**src/rtl/pmm_pkg.sv**
```systemverilog
`timescale 1ns/1ps
package pmm_pkg;
    typedef enum logic [2:0] {
        S_IDLE,
        S_ISSUE,
        S_DRAIN,
        S_PACK,
        S_WRITE,
        S_DONE
    } pmm_state_t;
endpackage

```
**src/rtl/pmm_unpack.sv**
```systemverilog
`timescale 1ns/1ps
module pmm_unpack #(
    parameter int DW = 32,
    parameter int EW = 8,
    localparam int LANES = DW / EW,
    localparam int LW = $clog2(LANES)
) (
    input  logic [DW-1:0] word,
    input  logic [LW-1:0] lane,
    output logic [EW-1:0] elem
);
    logic [EW-1:0] slots [LANES];

    for (genvar g = 0; g < LANES; g++) begin : g_slot
        assign slots[g] = word[g*EW +: EW];
    end

    assign elem = slots[lane];
endmodule

```
**src/rtl/pmm_mac.sv**
```systemverilog
`timescale 1ns/1ps
module pmm_mac #(
    parameter int EW = 8,
    parameter int N  = 32,
    localparam int ACC_W = 2*EW + $clog2(N)
) (
    input  logic             clk,
    input  logic             rst_n,
    input  logic             clr,
    input  logic             en,
    input  logic [EW-1:0]    a,
    input  logic [EW-1:0]    b,
    output logic [ACC_W-1:0] acc
);
    localparam int EMAX = (1 << EW) - 1;
    localparam logic [ACC_W-1:0] ACC_MAX = ACC_W'(N * EMAX * EMAX);

    logic [2*EW-1:0] prod;
    assign prod = a * b;

    always_ff @(posedge clk or negedge rst_n) begin
        if (!rst_n)   acc <= '0;
        else if (clr) acc <= '0;
        else if (en)  acc <= acc + ACC_W'(prod);
    end

    // the sum of one element never exceeds N full-scale products
    a_r4_acc_bound: assert property (@(posedge clk) disable iff (!rst_n)
        acc <= ACC_MAX);
endmodule

```
**src/rtl/pmm_pack.sv**
```systemverilog
`timescale 1ns/1ps
module pmm_pack #(
    parameter int DW = 32,
    parameter int EW = 8,
    localparam int LANES = DW / EW,
    localparam int LW = $clog2(LANES)
) (
    input  logic          clk,
    input  logic          rst_n,
    input  logic          load,
    input  logic [LW-1:0] lane,
    input  logic [EW-1:0] elem,
    output logic [DW-1:0] word
);
    logic [EW-1:0] slot_q [LANES];

    always_ff @(posedge clk or negedge rst_n) begin
        if (!rst_n) begin
            for (int g = 0; g < LANES; g++) slot_q[g] <= '0;
        end else if (load) begin
            for (int g = 0; g < LANES; g++)
                if (lane == LW'(g)) slot_q[g] <= elem;
        end
    end

    for (genvar g = 0; g < LANES; g++) begin : g_word
        assign word[g*EW +: EW] = slot_q[g];
    end
endmodule

```
**src/rtl/pmm_core.sv**
```systemverilog
`timescale 1ns/1ps
module pmm_core #(
    parameter int N  = 32,
    parameter int EW = 8,
    parameter int DW = 32,
    localparam int LANES = DW / EW,
    localparam int LW    = $clog2(LANES),
    localparam int IW    = $clog2(N),
    localparam int AW    = 2*IW - LW,
    localparam int ACC_W = 2*EW + $clog2(N)
) (
    input  logic          clk,
    input  logic          rst_n,
    input  logic          start,
    output logic          done,
    output logic          a_en,
    output logic [AW-1:0] a_addr,
    input  logic [DW-1:0] a_rdata,
    output logic          b_en,
    output logic [AW-1:0] b_addr,
    input  logic [DW-1:0] b_rdata,
    output logic          c_en,
    output logic          c_we,
    output logic [AW-1:0] c_addr,
    output logic [DW-1:0] c_wdata
);
    import pmm_pkg::*;

    pmm_state_t    state, nxt;
    logic [IW-1:0] i_q, k_q, j_q;
    logic          rd_vld_q;
    logic [LW-1:0] lane_a_q;
    logic [EW-1:0] a_byte, b_byte;
    logic [ACC_W-1:0] acc;
    logic          last_j, last_lane, last_word;

    assign last_j    = (j_q == IW'(N-1));
    assign last_lane = (k_q[LW-1:0] == LW'(LANES-1));
    assign last_word = (i_q == IW'(N-1)) && (k_q == IW'(N-1));

    // state register
    always_ff @(posedge clk or negedge rst_n) begin
        if (!rst_n) state <= S_IDLE;
        else        state <= nxt;
    end

    always_comb begin
        nxt = state;
        unique case (state)
            S_IDLE:  if (start) nxt = S_ISSUE;
            S_ISSUE: if (last_j) nxt = S_DRAIN;
            S_DRAIN: nxt = S_PACK;
            S_PACK:  nxt = last_lane ? S_WRITE : S_ISSUE;
            S_WRITE: nxt = last_word ? S_DONE : S_ISSUE;
            S_DONE:  nxt = S_IDLE;
            default: nxt = S_IDLE;
        endcase
    end

    // loop indices and read pipeline tag
    always_ff @(posedge clk or negedge rst_n) begin
        if (!rst_n) begin
            i_q      <= '0;
            k_q      <= '0;
            j_q      <= '0;
            rd_vld_q <= 1'b0;
            lane_a_q <= '0;
        end else begin
            rd_vld_q <= (state == S_ISSUE);
            lane_a_q <= j_q[LW-1:0];
            unique case (state)
                S_ISSUE: j_q <= j_q + 1'b1;
                S_PACK:  if (!last_lane) k_q <= k_q + 1'b1;
                S_WRITE: begin
                    k_q <= k_q + 1'b1;
                    if (k_q == IW'(N-1)) i_q <= i_q + 1'b1;
                end
                default: ;
            endcase
        end
    end

    // outputs
    always_comb begin
        a_en = 1'b0;
        b_en = 1'b0;
        c_en = 1'b0;
        c_we = 1'b0;
        done = 1'b0;
        unique case (state)
            S_ISSUE: begin a_en = 1'b1; b_en = 1'b1; end
            S_WRITE: begin c_en = 1'b1; c_we = 1'b1; end
            S_DONE:  done = 1'b1;
            default: ;
        endcase
    end

    assign a_addr = {i_q, j_q[IW-1:LW]};
    assign b_addr = {j_q, k_q[IW-1:LW]};
    assign c_addr = {i_q, k_q[IW-1:LW]};

    pmm_unpack #(.DW(DW), .EW(EW)) u_unpack_a (
        .word(a_rdata), .lane(lane_a_q), .elem(a_byte));

    pmm_unpack #(.DW(DW), .EW(EW)) u_unpack_b (
        .word(b_rdata), .lane(k_q[LW-1:0]), .elem(b_byte));

    pmm_mac #(.EW(EW), .N(N)) u_mac (
        .clk(clk), .rst_n(rst_n), .clr(state == S_PACK), .en(rd_vld_q),
        .a(a_byte), .b(b_byte), .acc(acc));

    pmm_pack #(.DW(DW), .EW(EW)) u_pack (
        .clk(clk), .rst_n(rst_n), .load(state == S_PACK),
        .lane(k_q[LW-1:0]), .elem(acc[EW-1:0]), .word(c_wdata));

    a_r6_done_after_write: assert property (@(posedge clk) disable iff (!rst_n)
        done |-> $past(c_en));

    a_r6_done_single: assert property (@(posedge clk) disable iff (!rst_n)
        done |=> !done);

    a_r5_write_spaced: assert property (@(posedge clk) disable iff (!rst_n)
        c_en |=> !c_en);

    a_r7_start_ignored: assert property (@(posedge clk) disable iff (!rst_n)
        (start && state inside {S_ISSUE, S_DRAIN, S_PACK, S_WRITE}) |=> (state != S_IDLE));
endmodule

```
**config.mk**
```make
export PLATFORM = sky130hd
export DESIGN_NAME = pmm_core
export DESIGN_NICKNAME = d
export VERILOG_FILES = /design/src/rtl/pmm_pkg.sv /design/src/rtl/pmm_unpack.sv /design/src/rtl/pmm_mac.sv /design/src/rtl/pmm_pack.sv /design/src/rtl/pmm_core.sv
export SDC_FILE = /design/constraint.sdc
export NUM_CORES = 1
export LEC_CHECK = 0
export BUFFER_PORTS_ARGS = -buffer_cell sky130_fd_sc_hd__buf_2
export CORE_MARGIN = 4
export CORE_UTILIZATION = 45
export CTS_BUF_LIST = sky130_fd_sc_hd__clkbuf_16
export CTS_CLUSTER_SIZE = 25
export DETAILED_ROUTE_END_ITERATION = 12
export GPL_ROUTABILITY_DRIVEN = 1
export PLACE_DENSITY_LB_ADDON = 0.15
export SYNTH_ARGS = -nofsm -noshare
export SYNTH_HDL_FRONTEND = slang
export SYNTH_SLANG_ARGS = --single-unit
export TNS_END_PERCENT = 50
```
**constraint.sdc**
```tcl
create_clock -name clk -period 4.8 [get_ports clk]
set_input_delay 0 -clock clk [delete_from_list [all_inputs] [get_ports clk]]
set_output_delay 0 -clock clk [all_outputs]
set_load 0.1 [all_outputs]
```
==> summary.md <==
| Metric | Value |
|---|---|
| CP peak stage delay | `0.58 ns` |
| Rel. slew slack | `between 30% and 40%` |
| Dpl hpwl | `7420 um` |
| Final GP Congestion | `0.841` |
| P&R area growth vs syn | `29.1%` |
| H-tree depth | `3` |
| Hold path depth | `5` |
| Final Critical Period | `around 4.6 ns` |
| Synth warnings | `0` |
| Worst r2r dst | `u_mac.acc[7]` |
| FF-to-FF path depth | `18` |
| Sequential cell area fraction in the yosys report | `37.9%` |
| Worst EP required | `5.03 ns` |
| Drt wl/cell | `15.5 um` |
| Core ar. | `8720 sq um` |
| Number of global-route vias before repair | `3,135` |
| Die W | `103 um` |
| Synth area leaders | `dfrtp_1 (38%), fa_1 (9.0%), ha_1 (8.1%)` |
| Setup crit end kind | `flop` |
| Final setup violation count | `0` |
| Post-synth top area cell | `dfrtp_1` |
| Final Hold Vio Count | `0` |
| Ports | `128` |
| #FFs+latches synth | `61` |
| Syn_area_per_cell | `11.1 sq um` |
| CP max stage cell | `mux4_2` |
| Antenna viol nets, final | `0` |
| Number of antenna diodes | `0` |
| Hold EP | `state[0]` |
| Post-synth EDFFs | `0` |
| Die Y | `between 100 and 150 um` |
| First-pass DRT Iterations | `4` |
| DR vias/cell | `4.91` |
| Overall Global Routing Usage | `18.9%` |
| Fillers | `753` |
| Largest net degree at the start of global routing | `62` |
| Clk_lat worst skew | `0.32 ns` |
| Post-route DRC | `0` |
| Final core utilization | `59.6%` |
| Clock Pin Slew Worst Setup and Hold Paths | `0.06 ns` |
| Rows | `34` |
| Synth Net Count | `approximately 470` |
| Top cell type's share of synthesized area | `a little under two fifths` |
| Die area | `10,500 sq um` |
| Clk sinks | `61` |
| GR Overflow Total | `0` |
| Clk_skew | `0.00447 ns` |
| Tcrit/Tclk final | `95.1%` |
| Global-route wire length before repair | `15,500 um` |
| Layout cells sized above 1 | `43.4%` |
| CTS tree | `yes` |
| Most frequent CP cell | `inv_1` |
| Hold_ws | `between 0.1 and 0.15 ns` |
| Post-Syn Instances | `about 360` |
| Root Driver | `clkbuf_16` |
| Final nets | `slightly above 600` |
| Hold_sp | `start` |
| Async set-reset flop share out of synthesis | `100%` |
| Initial antenna violation count | `0` |
| WP data arrival | `approximately 4.8 ns` |
| Max_cap viols | `0` |
| Initial Util | `46.1%` |
| Worst-margin pin slew | `0.971 ns` |
| CP cell instances | `buf_12, mux4_2, nand2_1, fa_1, inv_1, ha_1, ha_1, inv_1, fa_1, inv_1, ha_2, fa_2, a21o_1, a21oi_2, xor2_1, xnor2_1, xnor3_1, a211oi_2` |
| Reg-to-reg slack, setup | `0.23 ns` |
| # port buffers | `127` |
| Final max-slew violation count | `0` |
| Dominant synthesized flop cell | `dfrtp_1` |
| Cell area after synthesis | `a little over 4000 sq um` |
| Via count | `around 3,000` |
| Min-Delay Path Class | `in2reg` |
| Post-synthesis cell type count | `33` |
| R2r startpoint | `lane_a_q[0]` |
| CP Launch Type | `flop` |
| DRT Wirelength | `9440 um` |
| 1st-iter DRT viols | `85` |
| CP Class | `reg2reg` |
| Maximum achievable frequency | `219 MHz` |
| Clock Path Buffers | `2` |
| CP Max Fanout | `8` |
| Status | `completed` |
| CTS Buf Count | `9` |
Yosys cell counts (4+ instances only):
master / instances
inv_1: 41
mux4_2: 12
fa_1: 18
and2_1: 11
xnor2_1: 19
mux2i_1: 6
clkbuf_1: 8
mux2_2: 19
mux4_1: 4
xor2_1: 6
a21oi_1: 6
nor2_1: 12
dfrtp_1: 61
buf_4: 16
nand2_1: 52
ha_1: 26
o21ai_0: 20
per-layer routing:
layer / part of all wire (%) / GRT usage, % / vias to the layer above
li1: - / - / 1441
met1: 44 / 25.7 / 1439
met2: 50 / 31.5 / 96
met3: 6.1 / 3.92 / 7
met4: 0.42 / 4.34 / 0
met5: 0 / 0 / -
logic make-up (layout without fill, tap and decap cells):
kind of cell | count (synthesis) | in the layout | synth area share (%)
simple gates | 89 | 89 | 10.0
buf+inv | 71 | 208 | 8.55
flops | 61 | 61 | 37.9
fa+ha+maj | 44 | 44 | 17.0
mux | 41 | 41 | 16.1
compound gates | 31 | 31 | 4.29
xor+xnor | 26 | 26 | 6.00
cells in the final DEF, fill, tap and decap left out, types with 3 or more instances in the layout:
cell type and n:
fa_2 3, ha_1 23, mux2_2 19, buf_4 21
xor2_1 6, nand2_2 5, and2_1 10, dfrtp_1 60
a21oi_1 5, o21ai_0 20, inv_1 39, mux2i_1 6
xnor2_1 19, mux4_2 13, mux4_1 3, bufinv_16 3
and3_1 3, clkbuf_16 9, fa_1 15, nand2_1 50
buf_2 127, nor2_1 12
sequential cells by signal, indices dropped and copies added (netlist names):
register	flops
rd_vld_q	1
lane_a_q	2
i_q	5
u_mac.acc	8
state	3
j_q	5
u_pack.word	32
k_q	5
area by class of cell:
class                      instances  area (sq um)  area share [%]
clock buffer                       9           225            4.34
clock inverter                     7           121            2.34
inverter                          41           154            2.96
multi-input combinational        231          2200            42.3
sequential                        61          1530            29.4
tap                              108           135            2.60
timing repair buffer             151           835            16.1
stage by stage:
stage | cells | setup slack, ns | area [sq um] | TNS, ns
floorplan | 363 | 0.163 | 4030 | 0
global placement | 577 | 0.0737 | 4690 | 0
detailed placement | 577 | -0.137 | 4690 | -0.137
CTS | 598 | 0.0234 | 5070 | 0
global route | 608 | -0.00706 | 5190 | -0.00706
finish | 608 | 0.235 | 5190 | 0
what timing repair did:
action / 4_1_cts / 5_1_grt
pin swaps: 1 / 10
gates resized for setup: 3 / 12
setup endpoints to repair: 1 / 1
buffers inserted: 4 / 10
hold buffers: 1 / 0
endpoints found under the hold margin: 61 / 0
worst max-delay path, delay by kind of cell, from the launching register on:
kind                     cells  cell delay, ns
AND/OR/NAND/NOR              1            0.13
adder cells (fa/ha/maj)      6            2.04
XOR/XNOR                     3            0.59
buffers and inverters        4            0.30
flip-flops                   1            0.37
multiplexers                 1            0.58
AO/OA/AOI/OAI                3            0.48
worst max-delay path by stage:
stage | from | to | slack [ns] | cells after the start
after floorplan | k_q[0] | u_mac.acc[7] | 0.16 | 17
after global placement | k_q[0] | u_mac.acc[7] | 0.07 | 16
after detailed placement | k_q[0] | u_mac.acc[7] | -0.14 | 16
after CTS | lane_a_q[0] | u_mac.acc[7] | 0.02 | 16
after global routing | k_q[0] | u_mac.acc[7] | -0.007 | 17
final | lane_a_q[0] | u_mac.acc[7] | 0.23 | 18
Power is not shown: default switching activity piles up to over one toggle a cycle in this logic, so the estimate is an artifact.
